File: src/rtl/can_arb_pkg.sv
package can_arb_pkg;
  localparam int CODE_W = 4;
  localparam int ID_W   = 29;
  localparam int KEY_W  = 32;

  // Transmit codes that park a buffer outside arbitration
  function automatic logic tx_code_active(input logic [CODE_W-1:0] code);
    return !(code == 4'b1000 || code == 4'b1001);
  endfunction

  // Arbitration key with IDE/RTR where they travel on the wire
  function automatic logic [KEY_W-1:0] wire_key(input logic [ID_W-1:0] id,
                                                input logic ide,
                                                input logic rtr);
    if (ide)
      return {id[28:18], 1'b1, 1'b1, id[17:0], rtr};
    else
      return {id[28:18], rtr, 1'b0, 19'b0};
  endfunction
endpackage

File: src/rtl/can_arb_key.sv
module can_arb_key
  import can_arb_pkg::*;
#(
  parameter int NUM_MB = 16,
  parameter int PRIO_W = 3,
  localparam int IDX_W = $clog2(NUM_MB),
  localparam int FKEY_W = PRIO_W + KEY_W
) (
  input  logic [IDX_W-1:0]         sel_i,
  input  logic                     lprio_en_i,
  input  logic [NUM_MB-1:0]        mb_tx_i,
  input  logic [NUM_MB*CODE_W-1:0] mb_code_i,
  input  logic [NUM_MB*ID_W-1:0]   mb_id_i,
  input  logic [NUM_MB-1:0]        mb_ide_i,
  input  logic [NUM_MB-1:0]        mb_rtr_i,
  input  logic [NUM_MB*PRIO_W-1:0] mb_prio_i,
  output logic [FKEY_W-1:0]        key_o,
  output logic                     active_o
);
  logic [CODE_W-1:0] code;
  logic [ID_W-1:0]   id;
  logic [PRIO_W-1:0] prio;

  always_comb begin
    code     = mb_code_i[int'(sel_i)*CODE_W +: CODE_W];
    id       = mb_id_i[int'(sel_i)*ID_W +: ID_W];
    prio     = mb_prio_i[int'(sel_i)*PRIO_W +: PRIO_W];
    active_o = mb_tx_i[sel_i] && tx_code_active(code);
    key_o    = {(lprio_en_i ? prio : {PRIO_W{1'b0}}),
                wire_key(id, mb_ide_i[sel_i], mb_rtr_i[sel_i])};
  end
endmodule

File: src/rtl/can_arb_seq.sv
module can_arb_seq #(
  parameter int NUM_MB = 16,
  localparam int IDX_W = $clog2(NUM_MB)
) (
  input  logic              clk,
  input  logic              rst_n,
  input  logic              trig_i,
  input  logic [NUM_MB-1:0] cs_wr_i,
  output logic              busy_o,
  output logic              start_o,
  output logic              last_o,
  output logic [IDX_W-1:0]  idx_o,
  output logic [NUM_MB-1:0] excl_o
);
  localparam logic [IDX_W-1:0] LAST_IDX = IDX_W'(NUM_MB - 1);

  logic              busy_q;
  logic [IDX_W-1:0]  idx_q;
  logic [NUM_MB-1:0] excl_q;

  assign start_o = trig_i && !busy_q;
  assign last_o  = busy_q && (idx_q == LAST_IDX);
  assign busy_o  = busy_q;
  assign idx_o   = idx_q;
  assign excl_o  = excl_q;

  always_ff @(posedge clk or negedge rst_n) begin
    if (!rst_n) begin
      busy_q <= 1'b0;
      idx_q  <= '0;
      excl_q <= '0;
    end else if (start_o) begin
      busy_q <= 1'b1;
      idx_q  <= '0;
      excl_q <= '0;
    end else if (busy_q) begin
      excl_q <= excl_q | cs_wr_i;
      idx_q  <= last_o ? '0 : idx_q + 1'b1;
      if (last_o) busy_q <= 1'b0;
    end
  end
endmodule

File: src/rtl/can_arb_best.sv
module can_arb_best #(
  parameter int NUM_MB = 16,
  parameter int FKEY_W = 35,
  localparam int IDX_W = $clog2(NUM_MB)
) (
  input  logic              clk,
  input  logic              rst_n,
  input  logic              start_i,
  input  logic              busy_i,
  input  logic              last_i,
  input  logic              idx_order_i,
  input  logic              elig_i,
  input  logic [FKEY_W-1:0] key_i,
  input  logic [IDX_W-1:0]  idx_i,
  input  logic [NUM_MB-1:0] cs_wr_i,
  output logic              done_o,
  output logic              valid_o,
  output logic [IDX_W-1:0]  win_idx_o
);
  logic              have_q;
  logic [FKEY_W-1:0] best_key_q;
  logic [IDX_W-1:0]  best_idx_q;
  logic              kill, have_eff, take;

  always_comb begin
    kill     = have_q && cs_wr_i[best_idx_q];
    have_eff = have_q && !kill;
    take     = elig_i && (!have_eff || (!idx_order_i && (key_i < best_key_q)));
  end

  always_ff @(posedge clk or negedge rst_n) begin
    if (!rst_n) begin
      have_q     <= 1'b0;
      best_key_q <= '0;
      best_idx_q <= '0;
      done_o     <= 1'b0;
      valid_o    <= 1'b0;
      win_idx_o  <= '0;
    end else begin
      done_o <= last_i;
      if (start_i) begin
        have_q     <= 1'b0;
        best_key_q <= '0;
        best_idx_q <= '0;
      end else if (busy_i) begin
        if (take) begin
          have_q     <= 1'b1;
          best_key_q <= key_i;
          best_idx_q <= idx_i;
        end else if (kill) begin
          have_q <= 1'b0;
        end
        if (last_i) begin
          valid_o   <= take || have_eff;
          win_idx_o <= take ? idx_i : (have_eff ? best_idx_q : '0);
        end
      end
    end
  end
endmodule

File: src/rtl/can_tx_arb_scan.sv
module can_tx_arb_scan
  import can_arb_pkg::*;
#(
  parameter int NUM_MB = 16,
  parameter int PRIO_W = 3
) (
  input  logic                          clk,
  input  logic                          rst_n,
  input  logic                          trig_i,
  input  logic                          idx_order_i,
  input  logic                          lprio_en_i,
  input  logic [NUM_MB-1:0]             mb_tx_i,
  input  logic [NUM_MB*4-1:0]           mb_code_i,
  input  logic [NUM_MB*29-1:0]          mb_id_i,
  input  logic [NUM_MB-1:0]             mb_ide_i,
  input  logic [NUM_MB-1:0]             mb_rtr_i,
  input  logic [NUM_MB*PRIO_W-1:0]      mb_prio_i,
  input  logic [NUM_MB-1:0]             cs_wr_i,
  output logic                          busy_o,
  output logic                          done_o,
  output logic                          win_valid_o,
  output logic [$clog2(NUM_MB)-1:0]     win_idx_o
);
  localparam int IDX_W  = $clog2(NUM_MB);
  localparam int FKEY_W = PRIO_W + KEY_W;

  logic              start, last, active, elig;
  logic [IDX_W-1:0]  idx;
  logic [NUM_MB-1:0] excl;
  logic [FKEY_W-1:0] key;

  can_arb_seq #(.NUM_MB(NUM_MB)) u_seq (
    .clk(clk), .rst_n(rst_n), .trig_i(trig_i), .cs_wr_i(cs_wr_i),
    .busy_o(busy_o), .start_o(start), .last_o(last), .idx_o(idx), .excl_o(excl)
  );

  can_arb_key #(.NUM_MB(NUM_MB), .PRIO_W(PRIO_W)) u_key (
    .sel_i(idx), .lprio_en_i(lprio_en_i), .mb_tx_i(mb_tx_i),
    .mb_code_i(mb_code_i), .mb_id_i(mb_id_i), .mb_ide_i(mb_ide_i),
    .mb_rtr_i(mb_rtr_i), .mb_prio_i(mb_prio_i), .key_o(key), .active_o(active)
  );

  // a write in this cycle or earlier in the scan removes the buffer
  assign elig = active && !excl[idx] && !cs_wr_i[idx];

  can_arb_best #(.NUM_MB(NUM_MB), .FKEY_W(FKEY_W)) u_best (
    .clk(clk), .rst_n(rst_n), .start_i(start), .busy_i(busy_o), .last_i(last),
    .idx_order_i(idx_order_i), .elig_i(elig), .key_i(key), .idx_i(idx),
    .cs_wr_i(cs_wr_i), .done_o(done_o), .valid_o(win_valid_o), .win_idx_o(win_idx_o)
  );
endmodule

File: config.mk
export PLATFORM = sky130hd
export DESIGN_NAME = can_tx_arb_scan
export DESIGN_NICKNAME = d
export VERILOG_FILES = /design/src/rtl/can_arb_pkg.sv /design/src/rtl/can_arb_key.sv /design/src/rtl/can_arb_seq.sv /design/src/rtl/can_arb_best.sv /design/src/rtl/can_tx_arb_scan.sv
export SDC_FILE = /design/constraint.sdc
export NUM_CORES = 1
export LEC_CHECK = 0
export CAP_MARGIN = 15
export CORE_AREA = 2 2 253 255
export DETAILED_ROUTE_END_ITERATION = 7
export DIE_AREA = 0 0 255 257
export RECOVER_POWER = 25
export SLEW_MARGIN = 25
export SYNTH_ARGS = -nofsm -noshare
export SYNTH_HDL_FRONTEND = slang
export SYNTH_SLANG_ARGS = --single-unit
File: constraint.sdc
create_clock -name clk -period 4.8 [get_ports clk]
set_input_delay 0.72 -clock clk [delete_from_list [all_inputs] [get_ports clk]]
set_output_delay 0.72 -clock clk [all_outputs]
set_load 0.005 [all_outputs]
== After elaboration in Yosys (flattened, before gate mapping) ==
Cells that the tools add are included.
Storage, ports and cells
  register bits: 67
  input bits: 645
  logic and storage cells: 82
Operators by class
  add/subtract/negate cells: 1
  multipliers: 2
  order comparisons: 3
  equality and inequality tests: 3
  shifts and indexed selects: 3
  mux-type cells: 34
  bitwise logic cells: 2
  reductions and logical operators: 25
Operator list (count)
  $shiftx 464x10->29: 1
  $mux 35: 3
  $shiftx 64x7->4: 1
  $shiftx 48x32->3: 1
  $lt 35x35->1: 1
  $mux 16: 2
  $mux 4: 8
  $bmux 1 s4: 6
  $mux 21: 1
  $or 16x16->16: 1
  $mux 1: 13
  $eq 4x4->1 const B: 3
  $lt 4x5->1 const B: 2
  $logic_and 1x1->1: 9
  $mul 4x5->9 const B: 1
  $logic_not 1->1: 7
  $mul 4x2->6 const B: 1
  $add 4x1->4 const B: 1
  $reduce_and 2->1: 2
  $reduce_bool 2->1: 2
  $logic_or 1x1->1: 3
  $mux 3: 1
  $reduce_and 3->1: 1
  $reduce_bool 3->1: 1
  $not 1->1: 1

== Logic depth before layout (Yosys ltp) ==
Gate-level depths: netlist of run 1.
  word-level depth: 11
  depth in mapped cells: 20
  gate-level depth less buffers: 13

== Hierarchy ==
Synthesis of run 1 repeated with hierarchy kept, for this count alone.
Second synthesis, totals
  cell total of the unflattened synthesis: 793
  area total of the unflattened synthesis: 8948.6 µm²
Modules (own cells, without submodules)
  can_arb_key: instances 1, cells an instance 336, area an instance 4658.2 µm², seq. area each 0.0 µm²
  can_arb_best: instances 1, cells an instance 330, area an instance 3229.3 µm², seq. area each 1151.1 µm²
  can_arb_seq: instances 1, cells an instance 92, area an instance 872.1 µm², seq. area each 525.5 µm²
  can_tx_arb_scan: instances 1, cells an instance 35, area an instance 188.9 µm², seq. area each 0.0 µm²

== Least setup slack after synthesis of run 1 ==
No wires, ideal clock.
  kind: register to register
  from: reg u_seq.idx_q[0], in the netlist u_seq.idx_o[0]
  to: reg u_best.best_key_q[10]
  library setup time: 128 ps
  arrival time: 5079 ps
  required time: 4672 ps
  slack: -406 ps
  stages on the path, launching flop included: 18
  buffers on the path: 6
  clock period less this slack: 5206 ps
  cells stage by stage: dfrtp_1 buf_4 buf_2 buf_1 clkbuf_1 buf_2 mux4_2 mux4_2 ha_1 a2111oi_0 o211ai_1 o211a_1 a211o_1 a211oi_2 a21boi_4 nand2_4 buf_4 mux2_1
Between the ends
  longest elaborated chain between the ends: 10
  elaborated cells between the ends (all ways): 35
  classes of those cells: 2 x mul; 1 x order compare; 2 x eq/ne; 3 x shift; 15 x mux; 12 x reduce/logical
Ends and longest elaborated chain
  from (decl): RTL line can_arb_seq.sv:18  | logic [IDX_W-1:0] idx_q;
  from (signal assigned): RTL line can_arb_seq.sv:38  | idx_q <= last_o ? '0 : idx_q + 1'b1;
  branches (longest 10 deep; another with $lt 35x35->1)
  to (signal assigned): RTL line can_arb_best.sv:48  | best_key_q <= key_i;
  to (decl): RTL line can_arb_best.sv:21  | logic [FKEY_W-1:0] best_key_q;
Several ways; the timed one is not identified. The select of a mux whose other input is x is not followed.
A chain may end at the register's enable or synchronous reset.

== Worst setup path after layout of run 1 ==
  from: in mb_ide_i[2]
  to: reg u_best.best_key_q[32]
Between the ends
  longest elaborated chain between the ends: 9
Ends and longest elaborated chain
  from (decl): RTL line can_tx_arb_scan.sv:15  | input logic [NUM_MB-1:0] mb_ide_i,
  $bmux 1 s4: RTL line can_arb_key.sv:30  | wire_key(id, mb_ide_i[sel_i], mb_rtr_i[sel_i])};
  $mux 1 (implied by the code): RTL line can_arb_key.sv:30
  $mux 21: RTL line can_arb_pkg.sv:15  | if (ide)
  $lt 35x35->1: RTL line can_arb_best.sv:28  | take = elig_i && (!have_eff || (!idx_order_i && (key_i < best_key_q)));
  $logic_and 1x1->1: RTL line can_arb_best.sv:28
  $logic_or 1x1->1: RTL line can_arb_best.sv:28
  $logic_and 1x1->1: RTL line can_arb_best.sv:28
  $reduce_bool 2->1 (no line)
  $reduce_and 2->1 (no line)
No other way between the ends. The select of a mux whose other input is x is not followed.

==> qor.yml, run 1 <==
logic_synthesis:
  seq_area_frac_synth_pct: 19.91
  syn_area_per_cell_sq_um: 12.11
  synthArstFlopShare_pct: 100.0
  synthTopCellsByCount: "mux4_2 (172), dfrtp_1 (67), inv_1 (59)"
  synth_edf_count: 0
  syn-cell-area_sq_um: 8419
  synth_seq_cells: 67
  syn_nets: 1375
  synthCells: 695
  synth_area_leader_cell: "mux4_2"
  synth.top_cells.by_area: "mux4_2 (46%), dfrtp_1 (20%), ha_1 (5.2%)"
  yosysMostFrequentCell: "mux4_2"
  synth.distinct_cells: 50
  synth_top_area_share_pct: 46.01
  yosys_warnings: 0
  synth-main-ff-cell: "dfrtp_1"
cells_and_area:
  final_util_pct: 26.24
  design_area_sq_um: 16460
  fin_cells: 2186
  area_delta_synth_final_pct: 95.51
  drive_gt1_share_pct: 18.92
  fin_nets: 2012
clock_network:
  worst_skew_pair.late_latency_ns: 0.34
  cts_max_level: 3
  cts_buffers: 9
  clk_path_buf_depth: 2
  path_clk_slew_ns: 0.06
  tritoncts: "yes"
  cts.sinks: 67
  cts_root_buffer: "clkbuf_16"
sta:
  hold_viol: 0
  final.setup.worst_slack_ns: 0.1978
  max_slew_margin_pct: 54.49
  fmaxAchievable_mhz: 217.3
  finalCriticalPeriod_ns: 4.602
  rsz0062_at_grt: "false"
  tightestPinTransition_ns: 0.6826
  setup_viol: 0
  drv_slew: 0
  fin_crit_sh_pct: 95.88
  fin_worst_skew_ns: 0.01266
power_and_ir_drop:
  p_clk_share_pct: 8.5
  leakagePower_nw: 6.195
  net-switching-power_mw: 3.387
  power_frac_comb_pct: 79.1
  switching_share_pct: 42.26
  p_int_mw: 4.628
  seq_power_share_pct: 12.3
  p_per_area_nw_per_um2: 486.9
  vdd_drop_max_uv: 254.9
place:
  io_buffers: 635
  place_inst: 2163
  dp_slack_ns: -0.1678
  dpl-instance-area_sq_um: 16070
  place_hpwl_mm: 39.28
  gp_congestion: 0.8806
worst_setup_path:
  cp.required_ns: 5.02
  reg2reg_to: "u_best.best_key_q[32]"
  crit_type: "in2reg"
  worst-path-buf-inv: 4
  cp_top_family: "multiplexers"
  r2r_setup_slack_ns: 0.29
  endpoint_kind: "register"
  r2r_start: "u_seq.idx_o[1]"
  critPathLaunchType: "input pin"
  critPathArrivalTime_ns: 4.82
  reg2reg_depth: 16
  critPathSlowestCell: "mux4_2"
  worstPathMaxFanout: 20
  cpPeakStageDelay_ns: 0.55
  path_cells: "clkdlybuf4s50_1, mux4_2, mux4_2, buf_12, and2_1, ha_1, a21oi_1, o21ai_0, a221oi_1, buf_4, nor3_1, a211oi_2, a21boi_4, nand2_4, buf_12, mux2_1"
drt:
  drt-total-wl_mm: 45.78
  wl_per_cell_um: 20.94
  postRouteAntennaNets: 0
  vias: 9053
  drt_iter0_drc: 496
  vias_per_cell: 4.141
  drc: 0
  dr.pass1.iters: 4
floorplan:
  die_h_um: 257
  die_area_sq_um: 65540
  die_x_um: 255
  placeableCoreArea_sq_um: 62740
  std_cell_rows: 92
  pin_count: 652
  start_util_pct: 13.42
global_route:
  grt_pass1_wl_mm: 63.15
  overflow: 0
  grt_pass1_vias: 9792
  grt.total_usage_pct: 13.21
  grt_max_degree: 68
  antenna_found_initial: 18
min_path:
  hold_path_class: "in2async"
status:
  status: "completed"
flow_run:
  cap_violations: 0
==> stage by stage <==
step | TNS (ns) | hold slack (ns) | power [mW]
2_1_floorplan | 0 | 0.4244 | 5.009
5_1_grt | 0 | 0.4520 | 8.707
3_3_place_gp | -2.568 | 0.4767 | 7.303
4_1_cts | 0 | 0.4986 | 8.129
6_report | 0 | 0.4100 | 8.014
3_5_place_dp | -4.363 | 0.4761 | 7.410
==> metal layers <==
layer  track usage [%]  wire, um  share of wire (%)
met1             15.61     17200                 38
met2             24.92     24900                 54
met3             2.064      3020                6.6
met4             2.567       606                1.3
met5                 0        49               0.11
==> how the worst max path moves through the flow <==
stage | cells past startpoint | end | slack, ns | startpoint
2_1_floorplan | 17 | u_best.best_key_q[10] | 0.02 | u_seq.idx_o[0]
3_3_place_gp | 16 | u_best.best_key_q[16] | -0.10 | mb_ide_i[2]
3_5_place_dp | 16 | u_best.best_key_q[32] | -0.17 | mb_ide_i[2]
4_1_cts | 14 | u_best.best_key_q[32] | 0.19 | u_seq.idx_o[0]
5_1_grt | 16 | u_best.best_key_q[34] | 0.03 | mb_ide_i[2]
6_report | 16 | u_best.best_key_q[32] | 0.20 | mb_ide_i[2]
==> repair_timing <==
action,CTS,global route
setup endpoints to repair,0,8
gates resized for setup,0,3
buffers inserted,0,2
hold buffers,0,0
==> registers in the layout, summed over array words and instances (netlist names) <==
name,flops
u_seq.busy_o,1
u_best.best_key_q,35
u_seq.idx_o,4
u_best.best_idx_q,4
u_best.have_q,1
u_best.done_o,1
u_best.valid_o,1
u_seq.excl_o,16
u_best.win_idx_o,4
==> cells by family after synthesis <==
| family | count (synthesis) | synth area share [%] |
|---|---|---|
| buf+inv | 120 | 5.959 |
| mux | 212 | 51.09 |
| flops | 67 | 19.91 |
| simple gates | 151 | 8.709 |
| compound gates | 110 | 9.125 |
| fa+ha+maj | 35 | 5.201 |
==> power by group through the flow <==
stage	registers, mW	logic [mW]	clock network, mW
after floorplan	0.888	4.12	0
after global placement	0.996	6.31	0
after detailed placement	1.00	6.41	0
after CTS	0.994	6.43	0.707
after global routing	1.02	6.95	0.733
final	0.988	6.34	0.684
==> worst register-to-register path, delay by kind of cell (launching register included) <==
kind                     cells  cell delay [ns]
multiplexers                 3             1.30
flip-flops                   1             0.62
AND/OR/NAND/NOR              3             0.31
buffers and inverters        4             0.78
AO/OA/AOI/OAI                5             1.05
adder cells (fa/ha/maj)      1             0.31
==> layout by cell type (no fill, tap or decap), types with 4 or more instances in the layout <==
cell,Yosys,final
a211oi_1,5,5
a21o_1,6,6
a21oi_1,38,38
a22o_1,16,16
a31oi_1,5,5
and2_1,19,19
buf_12,0,11
buf_4,2,36
clkbuf_16,0,11
clkdlybuf4s50_1,0,634
dfrtp_1,67,64
ha_1,35,35
inv_1,59,58
mux2_1,21,21
mux2i_1,18,18
mux4_2,172,172
nand2_1,58,58
nand3_1,11,11
nand4_1,14,14
nor2_1,30,30
nor4_1,4,4
o211a_1,4,4
o211ai_1,6,6
o21a_1,5,5
o21ai_0,7,7
==> cell type report <==
cell class	count	area, sq um
diodes	3	7.507
fillers	6559	46270
repair buffers	686	6937
multi-input cells	508	6252
clock buffers	10	229.0
flip-flops and latches	67	1685
clock inverters	6	65.06
well taps	846	1059
inverters	60	226.5
(Power assumes the default switching activity.)
==> inputs of run 2 (changes only) <==
--- a/config.mk
+++ b/config.mk
@@ -10,7 +10,7 @@
 export DETAILED_ROUTE_END_ITERATION = 7
 export DIE_AREA = 0 0 255 257
 export RECOVER_POWER = 25
-export SLEW_MARGIN = 25
+export SLEW_MARGIN = 15
 export SYNTH_ARGS = -nofsm -noshare
 export SYNTH_HDL_FRONTEND = slang
 export SYNTH_SLANG_ARGS = --single-unit
==> qor.yml, run 2 (same netlist as run 1, synthesis figures left out) <==
floorplan:
  die_area_sq_um: 65540  # unchanged
  std_cell_rows: 92  # unchanged
  placeableCoreArea_sq_um: 62740  # unchanged
  die_h_um: 257  # unchanged
  die_x_um: 255  # unchanged
  start_util_pct: 13.42  # unchanged
  pin_count: 652  # unchanged
clock_network:
  clk_path_buf_depth: 2  # unchanged
  cts_max_level: 3  # unchanged
  cts_root_buffer: "clkbuf_16"
  cts_buffers: 9  # unchanged
  cts.sinks: 67  # unchanged
  hold_buffers: 0  # unchanged
  worst_skew_pair.late_latency_ns: 0.34  # about the same
  path_clk_slew_ns: 0.06  # about the same
  tritoncts: "yes"
power_and_ir_drop:
  vdd_drop_max_uv: 254.9  # about the same
  p_clk_share_pct: 8.5  # about the same
  p_per_area_nw_per_um2: 486.8  # about the same
  seq_power_share_pct: 12.3  # about the same
  leakagePower_nw: 6.193  # about the same
  finalPower_mw: 8.010  # about the same
  switching_share_pct: 42.23  # about the same
  net-switching-power_mw: 3.383  # -0.11%
  p_int_mw: 4.627  # about the same
  power_frac_comb_pct: 79.1  # about the same
worst_setup_path:
  cpPeakStageDelay_ns: 0.54  # about the same
  critPathArrivalTime_ns: 4.80  # -0.02 ns
  critPathSlowestCell: "mux4_2"
  worstPathMaxFanout: 20  # unchanged
  endpoint_kind: "register"
  critPathLaunchType: "input pin"
  cp.required_ns: 5.02  # about the same
  crit_type: "in2reg"
  path_cells: "clkdlybuf4s50_1, mux4_2, mux4_2, buf_12, and2_1, ha_1, a21oi_1, o21ai_0, a221oi_1, buf_4, nor3_1, a211oi_2, a21boi_4, nand2_4, buf_12, mux2_1"
place:
  dpl-instance-area_sq_um: 16070  # unchanged
  io_buffers: 635  # unchanged
  place_hpwl_mm: 39.28  # unchanged
  gp_congestion: 0.8806  # unchanged
status:
  violations: "capacitance limit, slew limit"
  status: "finished with violations"
cells_and_area:
  fill_cells: 6560  # +0.015%
  most-common-layout-cells: "clkdlybuf4s50_1 (634), mux4_2 (172), dfrtp_1 (64)"
  fin_nets: 2012  # unchanged
  top_register: "u_best.best_key_q"
  largest_reg_flops: 35  # unchanged
  area_delta_synth_final_pct: 95.44  # about the same
  design_area_sq_um: 16450  # about the same
  drive_gt1_share_pct: 18.92  # unchanged
  final_util_pct: 26.23  # about the same
  final_common_cell: "clkdlybuf4s50_1"
global_route:
  grt.total_usage_pct: 13.21  # unchanged
  grt_pass1_vias: 9792  # unchanged
  antenna_found_initial: 18  # unchanged
  grt_max_degree: 68  # unchanged
  overflow: 0  # unchanged
  grt_pass1_wl_mm: 63.15  # unchanged
sta:
  setup_viol: 0  # unchanged
  fin_crit_sh_pct: 95.53  # -0.35 points
  tightestPinTransition_ns: 1.862  # +1.179 ns
  drv_slew: 68  # +68
  max_slew_margin_pct: -24.11  # -79 points
  hold_viol: 0  # unchanged
  finalCriticalPeriod_ns: 4.585  # -0.01689 ns
  fin_worst_skew_ns: 0.01065  # -0.002002 ns
  rsz0062_at_grt: "false"
  fmaxAchievable_mhz: 218.1  # +0.37%
min_path:
  hold_path_class: "reg2reg"
drt:
  wl_per_cell_um: 20.92  # -0.10%
  vias: 9039  # -0.15%
  drc: 0  # unchanged
  postRouteAntennaNets: 0  # unchanged
  drt_iter0_drc: 525  # +5.8%
  dr.pass1.iters: 5  # +1
  drt-total-wl_mm: 45.73  # -0.10%
  vias_per_cell: 4.135  # -0.15%
flow_run:
  cap_violations: 1  # +1
-- run 2: cell count changes in the layout (fill, tap and decap cells not counted) --
cell      previous run  this run
buf_6                2         1
clkbuf_2             0         1
-- run 2: critical path, delay by kind of cell --
kind                     cells  cell delay [ns]
multiplexers                 3             1.39
AO/OA/AOI/OAI                5             1.05
buffers and inverters        4             0.99
adder cells (fa/ha/maj)      1             0.31
AND/OR/NAND/NOR              3             0.30
-- run 2: area by class of cell --
class	instances	area, sq um	share of cell area (%)
clock inverter	6	65.06	0.3954
timing repair buffer	686	6930	42.12
multi-input combinational	508	6252	38.00
clock buffer	10	229.0	1.392
sequential	67	1685	10.24
antenna	3	7.507	0.04562
inverter	60	226.5	1.376
tap	846	1059	6.433
-- run 2: stage by stage --
stage	setup WS (ns)	TNS [ns]	hold WS (ns)	instances
2_1_floorplan	0.02078	0	0.4244	695
3_3_place_gp	-0.1036	-2.568	0.4767	2163
3_5_place_dp	-0.1678	-4.363	0.4761	2163
4_1_cts	0.1917	0	0.4986	2179
5_1_grt	0.02755	0	0.5037	2183
6_report	0.2147	0	0.4940	2186
-- run 2: path summary, 6_finish.rpt --
path / start / end / slack (ns) / depth (start not counted)
setup / recovery: mb_ide_i[2] / u_best.best_key_q[32] / 0.21 / 16
max in group asynchronous: rst_n / u_seq.idx_o[1] / 2.57 / 1
setup reg to reg: u_seq.idx_o[1] / u_best.best_key_q[32] / 0.29 / 16
min in group asynchronous: rst_n / u_best.best_key_q[31] / 0.89 / 1
hold reg to reg: u_seq.excl_o[6] / u_seq.excl_o[6] / 0.49 / 1
hold / removal: u_seq.excl_o[6] / u_seq.excl_o[6] / 0.49 / 1
-- run 2: power by group through the flow --
stage | Combinational [mW] | Clock [mW] | Sequential [mW]
floorplan | 4.12 | 0 | 0.888
global placement | 6.31 | 0 | 0.996
detailed placement | 6.41 | 0 | 1.00
CTS | 6.43 | 0.707 | 0.994
global route | 6.95 | 0.733 | 1.02
finish | 6.34 | 0.684 | 0.988
-- run 2: per-layer routing --
metal / GRT usage (%) / routed length (um) / up-vias
met3: 2.064 / 3099 / 42
met4: 2.567 / 607 / 8
met5: 0 / 49 / -
li1: - / - / 4087
met1: 15.61 / 17150 / 4449
met2: 24.92 / 24830 / 453
-- run 2: what timing repair did --
action	4_1_cts	5_1_grt
resized for setup	0	3
setup buffers	0	2
setup endpoints to repair	0	8
